File: config.mk
export PLATFORM = sky130hd
export DESIGN_NAME = shadow_zone_decoder
export DESIGN_NICKNAME = d
export VERILOG_FILES = /design/src/rtl/shz_pkg.sv /design/src/rtl/shz_ctl_reg.sv /design/src/rtl/shz_zone_map.sv /design/src/rtl/shz_inhibit.sv /design/src/rtl/shadow_zone_decoder.sv
export SDC_FILE = /design/constraint.sdc
export NUM_CORES = 1
export LEC_CHECK = 0
export ABC_AREA = 1
export BUFFER_PORTS_ARGS = -buffer_cell sky130_fd_sc_hd__clkbuf_2
export CAP_MARGIN = 30
export CORE_MARGIN = 2
export CORE_UTILIZATION = 35
export DETAILED_ROUTE_END_ITERATION = 6
export GPL_ROUTABILITY_DRIVEN = 0
export GPL_TIMING_DRIVEN = 0
export PLACE_DENSITY_LB_ADDON = 0.1
export SLEW_MARGIN = 30
export SYNTH_ARGS = -nofsm -noshare
export SYNTH_HDL_FRONTEND = slang
export SYNTH_HIERARCHICAL = 1
export SYNTH_SLANG_ARGS = --single-unit
File: constraint.sdc
create_clock -name clk -period 1.55 [get_ports clk]
set_input_delay 0 -clock clk [delete_from_list [all_inputs] [get_ports clk]]
set_output_delay 0 -clock clk [all_outputs]
set_load 0.1 [all_outputs]
File: src/rtl/shz_pkg.sv
package shz_pkg;

  typedef enum logic [2:0] {
    Z_NONE   = 3'd0,
    Z_TEXT1  = 3'd1,
    Z_TEXT2  = 3'd2,
    Z_GFX1   = 3'd3,
    Z_GFX2   = 3'd4,
    Z_GTAIL  = 3'd5
  } zone_t;

  localparam int CTL_W = 6;

  localparam int B_TEXT1 = 0;
  localparam int B_GFX1  = 1;
  localparam int B_GFX2  = 2;
  localparam int B_SUPER = 3;
  localparam int B_AUXG  = 4;
  localparam int B_TEXT2 = 5;

endpackage

File: src/rtl/shz_ctl_reg.sv
module shz_ctl_reg #(
  parameter int W = 6,
  parameter logic [W-1:0] RESET_VAL = 6'h08
) (
  input  logic         clk,
  input  logic         rst,
  input  logic         load,
  input  logic [W-1:0] d,
  output logic [W-1:0] q
);

  always_ff @(posedge clk) begin
    if (rst)       q <= RESET_VAL;
    else if (load) q <= d;
  end

  // a sampled load is visible one cycle later
  p_load_r11: assert property (@(posedge clk) disable iff (rst)
    load |=> (q == $past(d)));

  p_hold_r11: assert property (@(posedge clk) disable iff (rst)
    !load |=> $stable(q));

endmodule

File: src/rtl/shz_zone_map.sv
module shz_zone_map
  import shz_pkg::*;
(
  input  logic [7:0] page,
  output zone_t      zone
);

  always_comb begin
    zone = Z_NONE;
    if (page[7:2] == 6'b000001)                     zone = Z_TEXT1;
    else if (page[7:2] == 6'b000010)                zone = Z_TEXT2;
    else if (page[7:5] == 3'b001)                   zone = Z_GFX1;
    else if (page[7:5] == 3'b010)                   zone = Z_GFX2;
    else if (page[7:5] == 3'b011 || page[7:5] == 3'b100) zone = Z_GTAIL;
  end

endmodule

File: src/rtl/shz_inhibit.sv
module shz_inhibit
  import shz_pkg::*;
#(
  parameter bit TEXT2_EN = 1'b1
) (
  input  zone_t            zone,
  input  logic             odd_bank,
  input  logic             bank_ok,
  input  logic [CTL_W-1:0] ctl,
  output logic             allow
);

  logic text2_allow;
  logic gfx1_odd_inh;
  logic gfx2_odd_inh;
  logic zone_allow;

  generate
    if (TEXT2_EN) begin : g_text2
      assign text2_allow = !ctl[B_TEXT2];
    end else begin : g_no_text2
      assign text2_allow = 1'b0;
    end
  endgenerate

  assign gfx1_odd_inh = (ctl[B_GFX1] | ctl[B_AUXG]) & ctl[B_SUPER];
  assign gfx2_odd_inh = (ctl[B_GFX2] | ctl[B_AUXG]) & ctl[B_SUPER];

  always_comb begin
    unique case (zone)
      Z_TEXT1: zone_allow = !ctl[B_TEXT1];
      Z_TEXT2: zone_allow = text2_allow;
      Z_GFX1:  zone_allow = odd_bank ? !gfx1_odd_inh : !ctl[B_GFX1];
      Z_GFX2:  zone_allow = odd_bank ? !gfx2_odd_inh : !ctl[B_GFX2];
      Z_GTAIL: zone_allow = odd_bank & !ctl[B_SUPER];
      default: zone_allow = 1'b0;
    endcase
  end

  assign allow = bank_ok & zone_allow;

  // the graphics tail never opens in an even bank
  always_comb begin
    if (zone == Z_GTAIL && !odd_bank) begin
      p_tail_even_r6: assert (!allow);
    end
  end

endmodule

File: src/rtl/shadow_zone_decoder.sv
module shadow_zone_decoder
  import shz_pkg::*;
#(
  parameter int FAST_BANKS = 8,
  parameter bit TEXT2_EN   = 1'b1,
  localparam int PHYS_AW   = $clog2((FAST_BANKS + 2) * 65536)
) (
  input  logic               clk,
  input  logic               rst,
  input  logic               ctl_load,
  input  logic [CTL_W-1:0]   ctl_data,
  input  logic               all_banks,
  input  logic               wr_en,
  input  logic [23:0]        wr_addr,
  output logic               shd_en,
  output logic [PHYS_AW-1:0] shd_addr
);

  localparam logic [PHYS_AW-1:0] SHADOW_BASE = PHYS_AW'(FAST_BANKS * 65536);
  localparam logic [PHYS_AW-1:0] SHADOW_END  = PHYS_AW'((FAST_BANKS + 2) * 65536 - 1);
  localparam logic [7:0]         BANK_LIMIT  = 8'(FAST_BANKS);

  logic [CTL_W-1:0] ctl_q;
  zone_t            zone;
  logic [7:0]       bank;
  logic             has_ram;
  logic             low_pair;
  logic             bank_ok;
  logic             allow;

  shz_ctl_reg #(.W(CTL_W), .RESET_VAL(6'h08)) i_ctl (
    .clk  (clk),
    .rst  (rst),
    .load (ctl_load),
    .d    (ctl_data),
    .q    (ctl_q)
  );

  shz_zone_map i_map (
    .page (wr_addr[15:8]),
    .zone (zone)
  );

  assign bank     = wr_addr[23:16];
  assign has_ram  = bank < BANK_LIMIT;
  assign low_pair = (bank[7:1] == 7'd0);
  assign bank_ok  = has_ram & (low_pair | all_banks);

  shz_inhibit #(.TEXT2_EN(TEXT2_EN)) i_inh (
    .zone     (zone),
    .odd_bank (wr_addr[16]),
    .bank_ok  (bank_ok),
    .ctl      (ctl_q),
    .allow    (allow)
  );

  always_ff @(posedge clk) begin
    if (rst) begin
      shd_en   <= 1'b0;
      shd_addr <= '0;
    end else begin
      shd_en <= wr_en & allow;
      if (wr_en) shd_addr <= SHADOW_BASE + PHYS_AW'(wr_addr[16:0]);
    end
  end

  // no pulse without a sampled write
  p_no_strobe_r10: assert property (@(posedge clk) disable iff (rst)
    !wr_en |=> !shd_en);

  // I/O page never shadowed
  p_io_quiet_r8: assert property (@(posedge clk) disable iff (rst)
    (wr_en && wr_addr[15:12] == 4'hC) |=> !shd_en);

  // high banks gated by all_banks
  p_slow_gate_r7: assert property (@(posedge clk) disable iff (rst)
    (wr_en && !all_banks && wr_addr[23:17] != 7'd0) |=> !shd_en);

  // odd tail inhibited by the super bit
  p_tail_inh_r6: assert property (@(posedge clk) disable iff (rst)
    (wr_en && ctl_q[B_SUPER] && (wr_addr[15:13] == 3'b011 || wr_addr[15:13] == 3'b100))
      |=> !shd_en);

  // target always lands in the video region
  p_target_range_r9: assert property (@(posedge clk) disable iff (rst)
    shd_en |-> (shd_addr >= SHADOW_BASE && shd_addr <= SHADOW_END));

endmodule

==> impl_results.md, run 1 <==
- Status: finished, final reports clean
- DRT Pass-1 Iters: 4
- Ordered cell list for the critical path: dlygate4sd3_1 -> clkbuf_2 -> o21ai_0 -> nor2b_2 -> inv_2 -> nand2_2 -> nand2_2 -> nor2_2 -> nand2_1 -> a21oi_2 -> nand2_1 -> nor2_1
- Worst slew slack as a fraction of its limit: 0.6363
- Crit path time final: 1396 ps
- Starting density of the core: 0.3742
- Number of H-tree levels: 1
- Number of global-route vias before repair: 1,060
- Post CTS Setup Buffer Count: 0
- Critical Path Start: wr_addr[13]
- Share of flip-flops with an asynchronous set or reset after synthesis: 0
- Final WS setup: 154.1 ps
- Slowest cell on the critical path: sky130_fd_sc_hd__dlygate4sd3_1
- Highest fanout seen on the critical path: 5
- Critical path required time: 1810 ps
- Number of enable-type register cells in the synthesized netlist: 0
- Hold Startpoint: wr_en
- Slew @ Worst Pin: 547.9 ps
- Overall die width: 61.60 µm
- Area of the die: 3794 µm²
- Synth Warn #: 6
- Most frequent cells after synthesis: sky130_fd_sc_hd__nand2_1 (58), sky130_fd_sc_hd__nor2_1 (26), sky130_fd_sc_hd__dfxtp_1 (25), sky130_fd_sc_hd__inv_1 (16)
- Count of max-cap constraint violations: 0
- Count of vias placed by the detailed router: 1,234
- Port Buffer Count: 53
- Clock Latency Late Sink: 300 ps
- Ranking of synthesized cells by area: sky130_fd_sc_hd__dfxtp_1 (43%), sky130_fd_sc_hd__nand2_1 (19%), sky130_fd_sc_hd__nor2_1 (8.4%)
- Residual antenna-violating net count after detailed routing: 0
- Antenna diode instance count: 0
- Maximum count of clock buffers along a single path: 2
- Total CTS buffers: 3
- Portion of the post-synthesis area used by sequential elements: 0.4310
- Cell type with the highest aggregate area in the netlist: sky130_fd_sc_hd__dfxtp_1
- Overall global routing resource usage: 0.1430
- CTS Root Cell: sky130_fd_sc_hd__clkbuf_4
- Largest net degree at the start of global routing: 14
- Count of routing violations after the opening detailed-route iteration: 23
- Total met3 wirelength after detailed routing: 116 µm
- Yosys cell types: 19
- Cell row count: 20
- Clock tree skew after final layout: 0.1706 ps
- Clock slew at reported path FFs: 130 ps
- Standby leakage power: 0.9062 nW
- Tcrit/Tclk final: 0.9006
- Vertical extent of the die: 61.60 µm
- Worst slack at placement: 339.2 ps
- Via-to-Cell Ratio: 4.183
- Worst hold path type: in -> reg
- DRC errors left: 0
- RSZ-0062 raised after global routing: false
- Number of max-slew violations in the final report: 0
- Top sig layer: met4
- Growth of design area from synthesis to finish: 53.88%
- FF+latch count, synth: 25
- Post-DP HPWL: 1.920 mm
- Highest Clock Rate: 716.4 MHz
- Initial antenna violation count: 0
- CP endpoint kind: flop
- Peak per-stage delay on the critical path: 540 ps
- Syn_area_per_cell: 6.995 µm²
- Reg-to-Reg Start: i_ctl/q[3]
- Final setup violation count: 0
- Synthesized cell area: 1161 µm²
- Proportion of layout cells with a drive suffix above 1: 0.3227
- GRT Residual Overflow: 0
- Number of clock sinks: 25
- Cell Pwr Density: 823.6 nW/µm²
- Most frequently used flop master after synthesis: sky130_fd_sc_hd__dfxtp_1
- Net count, final: 287
- Total length of routed wires: 2.740 mm
- Class of the most critical setup path: in -> reg
- CTS tree: yes
- Routed length on met2: 1.403 mm
- Core area: 3103 µm²
- M1 wire length: 1.202 mm
- Number of ports placed on the die boundary: 56
- Crit path buffers/inverters: 3
- Area share of the leading cell type in the synthesized netlist: 0.4310
- Accumulated negative setup slack: 0 ps
- Wire length of the first global-routing pass: 4.084 mm
- Average detailed-routed wire length per instance: 9.288 µm
- Signal arrival time at the worst endpoint: 1650 ps
- Critical Path Source Type: primary input
- Final count of hold timing violations: 0
- Kind of cell adding the most delay to the critical path: buffers and inverters
- Max IR drop VDD: 501.0 µV
- Number of instances in the synthesized netlist: 166
- Most numerous cell in the Yosys netlist: sky130_fd_sc_hd__nand2_1
cell families after synthesis:
| kind of cell | count (synthesis) | share of synthesized area |
|---|---|---|
| flops | 25 | 0.4310 |
| simple gates | 94 | 0.3200 |
| buf+inv | 26 | 0.1250 |
| other cells | 1 | 0.003230 |
| compound gates | 20 | 0.1207 |
final timing paths:
kind,end,slack (ps),cells after the start
worst max-delay path,shd_en,150,12
worst min-delay path,shd_addr[13],20,4
worst max register to register,i_ctl/q[3],440,3
worst min register to register,shd_addr[0],470,2
per-stage QoR:
stage	instance area [µm²]	util	instances	hold WS, ps	power [mW]
detailed placement	1485	0.4786	264	235.6	1.146
floorplan	1165	-	167	122.1	1.050
finish	1787	0.5758	295	15.82	1.472
CTS	1772	0.5710	294	0.3189	1.480
global placement	1485	0.4786	264	208.6	1.139
global route	1787	0.5758	295	12.60	1.554
worst reg2reg max path, stage by stage (launching register included):
cell and delay, ps:
sky130_fd_sc_hd__dfxtp_1 350, sky130_fd_sc_hd__nand2_1 60, sky130_fd_sc_hd__nand3_1 50, sky130_fd_sc_hd__dlygate4sd3_1 550
metal layers:
metal / global-route usage / vias up
li1: - / 672
met1: 0.1509 / 529
met2: 0.2752 / 31
met3: 0.02731 / 2
met4: 0.05471 / 0
met5: 0 / -
what timing repair did:
item / CTS / global route
setup endpoints to repair: 0 / 1
endpoints found under the hold margin: 23 / 1
hold buffers: 26 / 1
gates resized for setup: 0 / 2
sequential cells by signal, indices dropped and copies added, names as in the netlist:
register and count:
shd_addr 18, i_ctl/q 6, shd_en 1
where the power goes:
part	switching [mW]	internal, mW
Combinational	0.332	0.156
Sequential	0.0189	0.679
Clock	0.185	0.100
cell type report:
cell class	instances	area [µm²]
fill	307	1316
timing repair buffer	80	535.5
multi-input combinational	116	524.3
sequential	25	500.5
buffer	8	77.57
inverter	18	67.56
tap	44	55.05
clock buffer	4	26.28
layout by cell type, fill, tap and decap left out:
cell type | synthesis | final
sky130_fd_sc_hd__a21oi_1 | 9 | 9
sky130_fd_sc_hd__a21oi_2 | 9 | 9
sky130_fd_sc_hd__buf_12 | 1 | 1
sky130_fd_sc_hd__buf_2 | 1 | 1
sky130_fd_sc_hd__buf_4 | 4 | 4
sky130_fd_sc_hd__buf_6 | 2 | 2
sky130_fd_sc_hd__clkbuf_1 | 0 | 1
sky130_fd_sc_hd__clkbuf_2 | 0 | 53
sky130_fd_sc_hd__clkbuf_4 | 0 | 3
sky130_fd_sc_hd__conb_1 | 1 | 2
sky130_fd_sc_hd__dfxtp_1 | 25 | 25
sky130_fd_sc_hd__dlygate4sd3_1 | 0 | 27
sky130_fd_sc_hd__inv_1 | 16 | 16
sky130_fd_sc_hd__inv_2 | 2 | 2
sky130_fd_sc_hd__nand2_1 | 58 | 58
sky130_fd_sc_hd__nand2_2 | 2 | 2
sky130_fd_sc_hd__nand3_1 | 5 | 5
sky130_fd_sc_hd__nor2_1 | 26 | 25
sky130_fd_sc_hd__nor2_2 | 1 | 2
sky130_fd_sc_hd__nor2b_2 | 0 | 1
sky130_fd_sc_hd__o21ai_0 | 1 | 1
sky130_fd_sc_hd__o21bai_2 | 1 | 1
sky130_fd_sc_hd__or2_0 | 1 | 1
Power figures use the tool's default switching activity.
==> run 2, diff against run 1 <==
--- a/config.mk
+++ b/config.mk
@@ -6,11 +6,11 @@
 export NUM_CORES = 1
 export LEC_CHECK = 0
 export ABC_AREA = 1
-export BUFFER_PORTS_ARGS = -buffer_cell sky130_fd_sc_hd__clkbuf_2
 export CAP_MARGIN = 30
 export CORE_MARGIN = 2
 export CORE_UTILIZATION = 35
 export DETAILED_ROUTE_END_ITERATION = 6
+export DONT_BUFFER_PORTS = 1
 export GPL_ROUTABILITY_DRIVEN = 0
 export GPL_TIMING_DRIVEN = 0
 export PLACE_DENSITY_LB_ADDON = 0.1
==> run 2 against run 1 <==
Against the previous run:
- total power fell by 2.3%
- utilization fell by 3.2 points
- hold slack got worse by 5.9 ps
- clock-buffer cell count did not move
- register-to-register slack got worse by 280 ps
- critical path type is now reg -> reg
- critical endpoint is now shd_addr[1]
- highest routed layer unchanged
==> impl_results.md, run 2 (synthesis results as in run 1) <==
- Cell row count: 20 (unchanged)
- Number of cells on the worst reg-to-reg path: 2 (-1)
- Overall global routing resource usage: 0.1551 (+0.01216)
- Power share of the combinational group: 0.184 (-0.148)
- Signal arrival time at the worst endpoint: 1640 ps (about the same)
- Count of routing violations after the opening detailed-route iteration: 38 (+65%)
- Standby leakage power: 0.7325 nW (-19%)
- Top flop regs: shd_addr x18, i_ctl/q x6, shd_en x1
- DRT Pass-1 Iters: 4 (unchanged)
- Highest fanout seen on the critical path: 2 (-3)
- Ordered cell list for the critical path: nand2_1 -> a21oi_1
- Hold Startpoint: wr_addr[21]
- DRC errors left: 0 (unchanged)
- Vertical extent of the die: 61.60 µm (unchanged)
- Portion of total power attributed to sequential cells: 0.618 (+0.143)
- Internal power: 0.9186 mW (-1.8%)
- Post-cts repair resize count: 0 (unchanged)
- Status: finished, final reports clean
- Register with the most flip-flops: shd_addr
- Count of max-cap constraint violations: 0 (unchanged)
- Reg-to-Reg Start: shd_addr[1]
- Tcrit/Tclk final: 0.8975 (-0.003146)
- Max IR drop VDD: 525.4 µV (+4.9%)
- Slew @ Worst Pin: 986.7 ps (+438.8 ps)
- Proportion of layout cells with a drive suffix above 1: 0.1209 (-0.2018)
- Average detailed-routed wire length per instance: 11.02 µm (+19%)
- Count of vias placed by the detailed router: 1,149 (-6.9%)
- Leading cell types in the layout, fill and taps excluded: sky130_fd_sc_hd__nand2_1 (58), sky130_fd_sc_hd__dlygate4sd3_1 (44), sky130_fd_sc_hd__nor2_1 (26)
- Largest net degree at the start of global routing: 14 (unchanged)
- Flip-flop count of the largest register, all copies and words added: 18 (unchanged)
- Area of the die: 3794 µm² (unchanged)
- Maximum count of clock buffers along a single path: 2 (unchanged)
- Final worst hold slack: 9.950 ps (-5.873 ps)
- Endpoint of the worst-slack reg-to-reg timing path: shd_addr[1]
- Hold Path Depth: 7 (+3)
- Final setup violation count: 0 (unchanged)
- Antenna diode instance count: 0 (unchanged)
- Net count, final: 251 (-13%)
- Initial antenna violation count: 0 (unchanged)
- Highest Clock Rate: 718.9 MHz (+0.35%)
- Via-to-Cell Ratio: 4.436 (+6.1%)
- Total CTS buffers: 3 (unchanged)
- CTS Root Cell: sky130_fd_sc_hd__clkbuf_4
- Port Buffer Count: 0 (-100%)
- Clock Latency Late Sink: 310 ps (about the same)
- Cell Pwr Density: 852.6 nW/µm² (+3.5%)
- Starting density of the core: 0.3742 (unchanged)
- Slowest cell on the critical path: sky130_fd_sc_hd__dfxtp_1
- Number of global-route vias before repair: 1,081 (+2.0%)
- RSZ-0062 raised after global routing: false
- Number of max-slew violations in the final report: 0 (unchanged)
- Number of inserted filler cells in the final layout: 320 (+4.2%)
- Core area: 3103 µm² (unchanged)
- Overall die width: 61.60 µm (unchanged)
- Number of H-tree levels: 1 (unchanged)
- Clock tree skew after final layout: 0.5031 ps (+0.3325 ps)
- Post-DP HPWL: 1.742 mm (-9.3%)
- Critical path required time: 1800 ps (about the same)
- Worst slew slack as a fraction of its limit: 0.3413 (-0.2950)
- Number of ports placed on the die boundary: 56 (unchanged)
- Residual antenna-violating net count after detailed routing: 0 (unchanged)
- Worst hold path type: in -> reg
- Psw: 0.5193 mW (-3.1%)
- Min-Delay Endpoint: shd_en
- Number of clock sinks: 25 (unchanged)
- Total length of routed wires: 2.854 mm (+4.2%)
- CP endpoint kind: flop
- GRT Residual Overflow: 0 (unchanged)
- Clock slew at reported path FFs: 130 ps (about the same)
- Crit path time final: 1391 ps (-4.877 ps)
- Clock network fraction of design power: 0.198 (+0.004)
- Growth of design area from synthesis to finish: 45.26%
- Peak per-stage delay on the critical path: 980 ps (+440 ps)
- CTS tree: yes
- Final count of hold timing violations: 0 (unchanged)
- Class of the most critical setup path: reg -> reg
- Wire length of the first global-routing pass: 4.367 mm (+6.9%)
- Most common library cell in the layout ignoring fill and taps: sky130_fd_sc_hd__nand2_1
- Critical Path Source Type: flop
- Accumulated negative setup slack: 0 ps (unchanged)
- Total chip power: 1.438 mW (-2.3%)
- Sw Ratio: 0.3611 (-0.002905)
- Post CTS Setup Buffer Count: 0 (unchanged)
- Worst setup slack for register-to-register paths: 160 ps (-280 ps)
[run 2: worst max-delay path by stage]
| stage | start | end | slack, ps | cells after the start |
|---|---|---|---|---|
| finish | shd_addr[1] | shd_addr[1] | 160 | 2 |
| global route | wr_addr[22] | shd_en | 80 | 9 |
| CTS | ctl_data[3] | i_ctl/q[3] | 40 | 5 |
| detailed placement | shd_addr[10] | shd_addr[10] | 240 | 2 |
| global placement | shd_addr[10] | shd_addr[10] | 250 | 2 |
| floorplan | shd_addr[10] | shd_addr[10] | 280 | 2 |
[run 2: power groups by stage]
| stage | Sequential, mW | Clock [mW] | Combinational [mW] |
|---|---|---|---|
| final | 0.889 | 0.284 | 0.265 |
| after global routing | 0.895 | 0.321 | 0.295 |
| after CTS | 0.889 | 0.301 | 0.263 |
| after detailed placement | 0.903 | 0 | 0.174 |
| after global placement | 0.902 | 0 | 0.169 |
| after floorplan | 0.897 | 0 | 0.153 |
[run 2: cell type report]
cell class / count / area [µm²] / share of cell area
plain buffers: 8 / 77.57 / 0.04599
clock buffers: 4 / 26.28 / 0.01558
inverters: 18 / 67.56 / 0.04006
multi-input cells: 116 / 519.2 / 0.3079
flip-flops and latches: 25 / 500.5 / 0.2967
well taps: 44 / 55.05 / 0.03264
repair buffers: 44 / 440.4 / 0.2611
[run 2: metal layers]
metal | part of all wire | GRT usage | vias to the layer above
li1 | - | - | 595
met1 | 0.40 | 0.1588 | 521
met2 | 0.53 | 0.2977 | 31
met3 | 0.065 | 0.04202 | 2
met4 | 0.0060 | 0.05471 | 0
met5 | 0 | 0 | -
[run 2: repair_timing]
| item | CTS | global route |
|---|---|---|
| endpoints found under the hold margin | 24 | 1 |
| setup endpoints to repair | 0 | 1 |
| hold buffers | 44 | 1 |
[run 2: critical path, delay by kind of cell, from the launching register on]
family           cells  cell delay, ps
AND/OR/NAND/NOR      1             160
flip-flops           1             980
AO/OA/AOI/OAI        1             180
[run 2: through the flow]
stage	utilization	cells	instance area [µm²]	setup slack, ps
6_report	0.5435	259	1687	158.9
5_1_grt	0.5435	259	1687	80.79
4_1_cts	0.5435	259	1687	36.13
3_5_place_dp	0.3931	211	1220	242.1
3_3_place_gp	0.3931	211	1220	246.4
2_1_floorplan	-	167	1165	282.3
==> run 3, diff against run 2 <==
--- a/config.mk
+++ b/config.mk
@@ -5,8 +5,7 @@
 export SDC_FILE = /design/constraint.sdc
 export NUM_CORES = 1
 export LEC_CHECK = 0
-export ABC_AREA = 1
-export CAP_MARGIN = 30
+export CAP_MARGIN = 20
 export CORE_MARGIN = 2
 export CORE_UTILIZATION = 35
 export DETAILED_ROUTE_END_ITERATION = 6
==> run 3 against run 2 <==
Against the previous run:
- critical path depth stayed put
- clock-buffer cell count is 1 lower
- hold slack better by 5.2 ps
- utilization is 6.3 points lower
- combinational power is 18% lower
- area after synthesis is 8.2% lower
- first-iteration DRC count is 42% lower
- sequential share of layout area is 5.3 points higher
- global-route usage is 2.4 points lower
- critical path type unchanged
==> impl_results.md, run 3 <==
- Status: finished, final reports clean
- Core area: 2978 µm² (-4.0%)
- Number of H-tree levels: 1 (unchanged)
- Global Route met1 Usage: 0.1126 (-0.04623)
- Antenna diode instance count: 0 (unchanged)
- Worst slew slack as a fraction of its limit: 0.3502 (+0.008874)
- Overall global routing resource usage: 0.1311 (-0.02403)
- Highest Clock Rate: 749.0 MHz (+4.2%)
- Top flop regs: shd_addr x18, i_ctl/q x6, shd_en x1
- Maximum count of clock buffers along a single path: 2 (unchanged)
- Post-DP HPWL: 1.488 mm (-15%)
- Largest net degree at the start of global routing: 16 (+2)
- GRT Residual Overflow: 0 (unchanged)
- Syn_area_per_cell: 9.871 µm² (+41%)
- Leading cell types in the layout, fill and taps excluded: sky130_fd_sc_hd__nor2_1 (32), sky130_fd_sc_hd__dlygate4sd3_1 (29), sky130_fd_sc_hd__dfxtp_1 (25)
- Crit path time final: 1335 ps (-56.02 ps)
- Net count, final: 178 (-29%)
- Yosys cell types: 24 (+5)
- Portion of the post-synthesis area used by sequential elements: 0.4695 (+0.03845)
- Slew @ Worst Pin: 973.4 ps (-13.29 ps)
- Proportion of layout cells with a drive suffix above 1: 0.09155 (-0.02938)
- Post-Place Cells: 142 (-33%)
- Wire length of the first global-routing pass: 3.408 mm (-22%)
- Area of placed instances: 1111 µm² (-8.9%)
- Total CTS buffers: 3 (unchanged)
- Tcrit/Tclk final: 0.8613 (-0.03614)
- DRC errors left: 0 (unchanged)
- Cell Pwr Density: 990.7 nW/µm² (+16%)
- Area share of the leading cell type in the synthesized netlist: 0.4695 (+0.03845)
- Number of clock sinks: 25 (unchanged)
- Flip-flop count of the largest register, all copies and words added: 18 (unchanged)
- Number of enable-type register cells in the synthesized netlist: 0 (unchanged)
- Area of the die: 3503 µm² (-7.7%)
- CTS Root Cell: sky130_fd_sc_hd__clkbuf_4
- Cell type with the highest aggregate area in the netlist: sky130_fd_sc_hd__dfxtp_1
- Final instance area: 1431 µm² (-15%)
- Critical Path Source Type: flop
- FF+latch count, synth: 25 (unchanged)
- Share of flip-flops with an asynchronous set or reset after synthesis: 0 (unchanged)
- Most frequently used flop master after synthesis: sky130_fd_sc_hd__dfxtp_1
- Highest fanout seen on the critical path: 2 (unchanged)
- Final setup violation count: 0 (unchanged)
- Initial antenna violation count: 0 (unchanged)
- Cell row count: 20 (unchanged)
- Total length of routed wires: 2.221 mm (-22%)
- Overall die width: 59.19 µm (-3.9%)
- Vertical extent of the die: 59.19 µm (-3.9%)
- DRT Pass-1 Iters: 4 (unchanged)
- Finished Core Util: 0.4807 (-0.06288)
- Accumulated negative setup slack: 0 ps (unchanged)
- Number of max-slew violations in the final report: 0 (unchanged)
- Residual antenna-violating net count after detailed routing: 0 (unchanged)
- Max IR drop VDD: 503.1 µV (-4.2%)
- Most common library cell in the layout ignoring fill and taps: sky130_fd_sc_hd__nor2_1
- Signal arrival time at the worst endpoint: 1600 ps (-40 ps)
- Port Buffer Count: 0 (unchanged)
- Global routing's busiest layer: met2
- Met2 GRT Util: 0.2669 (-0.03087)
- Clock Latency Late Sink: 320 ps (about the same)
- Final worst hold slack: 15.20 ps (+5.245 ps)
- Global routing met3 resource utilization: 0.04585 (+0.003835)
- Number of global-route vias before repair: 796 (-26%)
- Worst hold path type: in -> reg
- Class of the most critical setup path: reg -> reg
- Clock slew at reported path FFs: 140 ps (about the same)
- Most frequent cells after synthesis: sky130_fd_sc_hd__nor2_1 (32), sky130_fd_sc_hd__dfxtp_1 (25), sky130_fd_sc_hd__mux2i_1 (23), sky130_fd_sc_hd__nand2_1 (3), sky130_fd_sc_hd__nor3b_1 (3)
- Standby leakage power: 0.6347 nW (-13%)
- Via-to-Cell Ratio: 4.891 (+10%)
- Clock tree skew after final layout: 4.370 ps (+3.867 ps)
- Synth Warn #: 6 (unchanged)
- Count of max-cap constraint violations: 0 (unchanged)
- Synthesized cell area: 1066 µm² (-8.2%)
- Growth of design area from synthesis to finish: 34.27%
- RSZ-0062 raised after global routing: false
- CP endpoint kind: flop
- Number of ports placed on the die boundary: 56 (unchanged)
- Average detailed-routed wire length per instance: 12.69 µm (+15%)
- Register with the most flip-flops: shd_addr
- Critical path required time: 1810 ps (about the same)
- Post CTS Setup Buffer Count: 0 (unchanged)
- Most numerous cell in the Yosys netlist: sky130_fd_sc_hd__nor2_1
- Ranking of synthesized cells by area: sky130_fd_sc_hd__dfxtp_1 (47%), sky130_fd_sc_hd__mux2i_1 (22%), sky130_fd_sc_hd__nor2_1 (11%)
- Count of routing violations after the opening detailed-route iteration: 22 (-42%)
- Starting density of the core: 0.3580 (-0.01621)
- Number of instances in the synthesized netlist: 108 (-35%)
- Count of vias placed by the detailed router: 856 (-26%)
- CTS tree: yes
- Filler-free cell count of the finished design: 175 (-32%)
- Final count of hold timing violations: 0 (unchanged)
-- run 3: power breakdown --
group	internal [mW]	switching (mW)
clock	0.0985	0.198
sequential	0.679	0.225
combinational	0.124	0.0930
-- run 3: worst paths after layout --
check | startpoint | endpoint | slack (ps) | cells after the start
worst min register to register | i_ctl/q[4] | shd_en | 730 | 5
worst max-delay path | shd_addr[15] | shd_addr[15] | 210 | 2
worst min-delay path | wr_en | shd_addr[0] | 20 | 3
worst max register to register | shd_addr[15] | shd_addr[15] | 210 | 2
-- run 3: final cells by class --
type	instances	area, µm²
Timing Repair Buffer	29	290.3
Fill cell	306	1546
Clock inverter	1	7.507
Tap cell	33	41.29
Sequential cell	25	500.5
Multi-Input combinational cell	76	498.0
Inverter	1	3.754
Buffer	7	67.56
Clock buffer	3	22.52
-- run 3: worst max-delay path, cell delays in order, from the launching register on --
cell and delay (ps):
sky130_fd_sc_hd__dfxtp_1 980, sky130_fd_sc_hd__mux2i_1 170, sky130_fd_sc_hd__nor2_1 130
-- run 3: through the flow --
stage / power, mW / worst slack [ps]
2_1_floorplan: 1.049 / 310.0
3_3_place_gp: 1.068 / 250.9
3_5_place_dp: 1.072 / 226.3
4_1_cts: 1.439 / 196.1
5_1_grt: 1.495 / 120.5
6_report: 1.418 / 215.0
-- run 3: cell families after synthesis --
group,share of synthesized area
muxes,0.2406
other,0.003518
AOI/OAI and AO/OA,0.05400
and+or+nand+nor,0.1655
buffers and inverters,0.06689
DFF,0.4695
-- run 3: timing repair --
| item | CTS | global route |
|---|---|---|
| resized for setup | 0 | 0 |
| setup endpoints to repair | 0 | 0 |
| hold endpoints to repair | 25 | 0 |
| hold buffers | 29 | 0 |
-- run 3: metal layers --
metal	share of wire	wire length (µm)	vias to the layer above
met5	0	0	-
met4	0.0077	17	0
met3	0.071	157	2
met2	0.56	1251	31
met1	0.36	795	392
li1	-	-	431
